<file path="src/rtl/scroll_pkg.sv">
package scroll_pkg;
  // Strobes from the rate control to the position datapath
  typedef struct packed {
    logic useShort;   // next wrap point is one count early
  } ctlStrobe_t;
endpackage

</file>
<file path="src/rtl/scroll_rate_ctrl.sv">
module scroll_rate_ctrl
  import scroll_pkg::*;
#(
  parameter int POS_W = 4
) (
  input  logic             clk,
  input  logic             rstN,
  input  logic             lineStart,
  input  logic             frameStart,
  input  logic [POS_W-1:0] posCode,
  input  logic             shortTaken,
  output ctlStrobe_t       ctl
);
  localparam logic [POS_W-1:0] RATE_MAX = {POS_W{1'b1}};

  logic [POS_W-1:0] rateCnt;
  logic             pending;
  logic             armed;
  logic             termCnt;

  assign termCnt = frameStart && (rateCnt == '0);

  // Frame-rate programmable divider
  always_ff @(posedge clk or negedge rstN) begin
    if (!rstN) begin
      rateCnt <= '0;
    end else if (frameStart) begin
      if (rateCnt == '0) rateCnt <= RATE_MAX - posCode;
      else               rateCnt <= rateCnt - 1'b1;
    end
  end

  // Request hand-off: pending -> armed at line start, consumed at wrap
  always_ff @(posedge clk or negedge rstN) begin
    if (!rstN) begin
      pending <= 1'b0;
      armed   <= 1'b0;
    end else begin
      if (termCnt)        pending <= 1'b1;
      else if (lineStart) pending <= 1'b0;

      if (lineStart)       armed <= pending;
      else if (shortTaken) armed <= 1'b0;
    end
  end

  always_comb begin
    ctl          = '0;
    ctl.useShort = armed;
  end
endmodule

</file>
<file path="src/rtl/scroll_pos_dp.sv">
module scroll_pos_dp
  import scroll_pkg::*;
#(
  parameter int LINE_LEN = 384,
  parameter int CNT_W    = $clog2(LINE_LEN),
  parameter int DASH_LO  = 2,
  parameter int DASH_HI  = 4
) (
  input  logic             clk,
  input  logic             rstN,
  input  ctlStrobe_t       ctl,
  output logic             shortTaken,
  output logic [CNT_W-1:0] trackPos,
  output logic             trackPix
);
  localparam logic [CNT_W-1:0] LAST_FULL  = CNT_W'(LINE_LEN - 1);
  localparam logic [CNT_W-1:0] LAST_SHORT = CNT_W'(LINE_LEN - 2);

  logic wrapNow;

  assign shortTaken = ctl.useShort && (trackPos == LAST_SHORT);
  assign wrapNow    = shortTaken || (trackPos == LAST_FULL);

  always_ff @(posedge clk or negedge rstN) begin
    if (!rstN)        trackPos <= '0;
    else if (wrapNow) trackPos <= '0;
    else              trackPos <= trackPos + 1'b1;
  end

  assign trackPix = (trackPos[DASH_HI:DASH_LO] == '0);
endmodule

</file>
<file path="src/rtl/scroll_pos_counter.sv">
module scroll_pos_counter
  import scroll_pkg::*;
#(
  parameter int LINE_LEN = 384,
  parameter int POS_W    = 4,
  parameter int CNT_W    = $clog2(LINE_LEN)
) (
  input  logic             clk,
  input  logic             rstN,
  input  logic             lineStart,
  input  logic             frameStart,
  input  logic [POS_W-1:0] posCode,
  output logic [CNT_W-1:0] trackPos,
  output logic             trackPix
);
  ctlStrobe_t ctl;
  logic       shortTaken;

  scroll_rate_ctrl #(.POS_W(POS_W)) u_ctrl (
    .clk       (clk),
    .rstN      (rstN),
    .lineStart (lineStart),
    .frameStart(frameStart),
    .posCode   (posCode),
    .shortTaken(shortTaken),
    .ctl       (ctl)
  );

  scroll_pos_dp #(.LINE_LEN(LINE_LEN), .CNT_W(CNT_W)) u_dp (
    .clk       (clk),
    .rstN      (rstN),
    .ctl       (ctl),
    .shortTaken(shortTaken),
    .trackPos  (trackPos),
    .trackPix  (trackPix)
  );
endmodule

</file>
<file path="config.mk">
export PLATFORM = sky130hd
export DESIGN_NAME = scroll_pos_counter
export DESIGN_NICKNAME = d
export VERILOG_FILES = /design/src/rtl/scroll_pkg.sv /design/src/rtl/scroll_rate_ctrl.sv /design/src/rtl/scroll_pos_dp.sv /design/src/rtl/scroll_pos_counter.sv
export SDC_FILE = /design/constraint.sdc
export NUM_CORES = 1
export LEC_CHECK = 0
export BUFFER_PORTS_ARGS = -buffer_cell sky130_fd_sc_hd__buf_2
export CAP_MARGIN = 15
export CELL_PAD_IN_SITES_DETAIL_PLACEMENT = 1
export CELL_PAD_IN_SITES_GLOBAL_PLACEMENT = 1
export CORE_UTILIZATION = 38
export CTS_CLUSTER_SIZE = 10
export DETAILED_ROUTE_END_ITERATION = 10
export GPL_TIMING_DRIVEN = 1
export PLACE_DENSITY = 0.81
export SYNTH_ARGS = -nofsm -noshare
export SYNTH_HDL_FRONTEND = slang
export SYNTH_SLANG_ARGS = --single-unit
</file>
<file path="constraint.sdc">
create_clock -name clk -period 2.1 [get_ports clk]
set_input_delay 0.42 -clock clk [delete_from_list [all_inputs] [get_ports clk]]
set_output_delay 0.42 -clock clk [all_outputs]
set_load 0.005 [all_outputs]
</file>
==> qor.txt <==
Outcome: completed
Fmax: 636 MHz
Total congestion overflow after global routing: 0
Number of top-level design ports: 18
Antenna viol nets, final: 0
Post-synth top area cell: dfrtp_1
Largest voltage drop on the vdd net: 482 uV
Min-Delay Path Class: in2async
Count of cells resized by post-cts repair: 0
Synth Cell Area: 818 um^2
Max-Slew Margin vs Limit: 68.2%
Fraction of layout cells with a size suffix above 1: 27.5%
Clock transition at the registers of the reported paths: 0.09 ns
Layout-stage area growth over the synthesis result: 16.7%
Worst-skew pair later-pin latency: 0.28 ns
Buffers added on ports: 17
Worst-case setup slack after placement: 0.543 ns
Flip-flop and latch count after synthesis: 15
Total power divided by cell area: 721 nW/um^2
H-tree depth reported by CTS: 1
Clock buffer count from CTS: 3
Wire length of the first global-routing pass: 3.28 mm
Area share of the leading cell type in the synthesized netlist: 45.9%
Clock tree buffer depth: 2
DIE HEIGHT: 48.4 um
TritonCTS clock tree: built
Area of all placed cells without fillers: 955 um^2
Number of placement rows: 16
Post-layout net count: 114
Sequential area share after synthesis: 45.9%
Buffer type at the clock tree root: clkbuf_4
Critical Path Max Stage Delay: 0.41 ns
Worst EP arrival: 1.78 ns
Largest cells by area after synthesis: dfrtp_1 (46%), ha_1 (4.6%), nand3_1 (3.7%)
Required time at the worst-slack endpoint: 2.31 ns
Register area: 375 um^2
Detailed router's first-iteration violation count: 11
Maximum number of pins on one net before global-route repair: 16
# Post-CTS Setup Buffers: 0
Net count after synthesis: 94
Starting Density: 40.9%
Count of synthesis-stage warnings from yosys: 0
Synth async-reset ratio: 100%
Leakage power of the design: 0.471 nW
Via count of the routed design: 672
Post-DR wirelength/cell: 14.0 um
Setup-failing EPs final: 0
Hold-fix buffers, CTS: 0
Startpoint class of the critical path: register
Setup repair after global routing missed its margin: false
Largest driver fanout on the critical path: 4
Sequence of cells on the critical path: inv_1, ha_1, nor3b_2, mux2_2, mux2i_1
CP max-delay cell: dfrtp_1
Synthesized area per cell: 9.86 um^2
Critical Path End Type: register
Count of endpoints failing hold in the final timing report: 0
Period Utilization, post-route: 74.9%
Count of flip-flops with a built-in enable after synthesis: 0
Setup TNS after final layout: 0 ns
Number of global-route vias before repair: 711
Core area: 2000 um^2
Initial antenna violation count: 0
Count of clock tree sinks: 15
Routed wire length: 1.80 mm
Routed via count divided by cell count: 5.21
Detailed-router iteration count before antenna repair: 4
Area of the multi-input gates: 408 um^2
Gate Count Post-Synth: 83
Crit path setup slack, layout: 0.528 ns
Die Width: 48.4 um
Number of distinct library cell variants in the gate-level netlist after synthesis: 34
Filler cell count: 250
Path type of the worst setup path: reg2reg
# DRC: 0
Fin Clk Skew: 0.000678 ns
Number of max-slew violations in the final report: 0
Most numerous cell in the Yosys netlist: dfrtp_1
Commonest cells in the netlist: dfrtp_1 (15), inv_1 (7), nand2_1 (6), nand3_1 (6), o21ai_0 (6)
Cell Area, Placed: 928 um^2
Area of the die: 2340 um^2
Top FF cell, synth: dfrtp_1
Antenna cells: 0
Aggregate global-route resource usage: 18.4%
Final weighted congestion in routability-driven placement: 0.834
Period minus WS final: 1.57 ns
Maximum capacitance violations: 0
Final HPWL DP: 1.33 mm
Transition time of the tightest slew-check pin: 0.477 ns
==> placed cells by master, fill, tap and decap left out, types with 2 or more instances in the layout <==
cell type	count
a21oi_1	2
buf_2	17
clkbuf_4	3
dfrtp_1	15
ha_1	3
inv_1	7
mux2_2	2
nand2_1	6
nand3_1	6
nand4b_1	2
nor2_1	5
nor3_1	2
o211ai_1	3
o21ai_0	6
or3_1	2
xnor2_1	2
==> worst max-delay path, delay by kind of cell, from the launching register on <==
family / cells / cell delay (ns)
mux: 2 / 0.50
flops: 1 / 0.41
simple gates: 1 / 0.30
fa+ha+maj: 1 / 0.20
buf+inv: 1 / 0.09
==> logic make-up (layout without fill, tap and decap cells) <==
kind of cell	Yosys count	after routing	synth area share (%)
AOI/OAI and AO/OA	17	17	13.3
xor gates and xnor gates	3	3	3.21
adders and majority gates	3	3	4.59
buffers and inverters	9	28	4.28
DFF	15	15	45.9
muxes	3	3	3.98
and+or+nand+nor	33	33	24.8
==> final timing paths <==
check                                   from                end  slack, ns  cells after the start
max                        u_ctrl.rateCnt[1]  u_ctrl.rateCnt[1]       0.53                      5
min                                     rstN   u_dp.trackPos[7]       0.02                      1
max reg2reg                u_ctrl.rateCnt[1]  u_ctrl.rateCnt[1]       0.53                      5
min reg2reg                   u_ctrl.pending         u_ctrl.ctl       0.52                      2
max in group asynchronous               rstN   u_dp.trackPos[5]       1.83                      1
min in group clk                   lineStart     u_ctrl.pending       0.35                      2
==> layer usage <==
metal  GRT usage (%)  routed length, um  up-vias
met5               0                  0        -
met4            7.35                 36        0
met3            3.77                 32        4
met2            29.1                836       10
met1            24.8                898      325
li1                -                  -      333
==> metrics by stage <==
step           power [mW]  instances  utilization (%)  hold WS (ns)
2_1_floorplan       0.477         83                -         0.124
3_3_place_gp        0.512        125             46.4         0.344
3_5_place_dp        0.528        125             46.4         0.347
4_1_cts             0.703        129             47.7        0.0242
5_1_grt             0.740        129             47.7        0.0283
6_report            0.689        129             47.7        0.0213
==> cell type report <==
cell class | instances | area share (%)
clock buffers | 4 | 2.75
inverters | 7 | 2.75
multi-input cells | 59 | 42.7
flip-flops and latches | 15 | 39.3
well taps | 27 | 3.54
repair buffers | 17 | 8.91
==> state kept, by name (all words and copies together), names as in the netlist <==
| signal | count |
|---|---|
| u_ctrl.pending | 1 |
| u_ctrl.ctl | 1 |
| u_ctrl.rateCnt | 4 |
| u_dp.trackPos | 9 |
==> power breakdown <==
| group | switching [mW] | total (mW) | internal (mW) |
|---|---|---|---|
| sequential | 0.0399 | 0.371 | 0.331 |
| clock | 0.0931 | 0.167 | 0.0738 |
| combinational | 0.0729 | 0.151 | 0.0779 |
| total | 0.206 | 0.689 | 0.483 |
(Power assumes the default switching activity.)
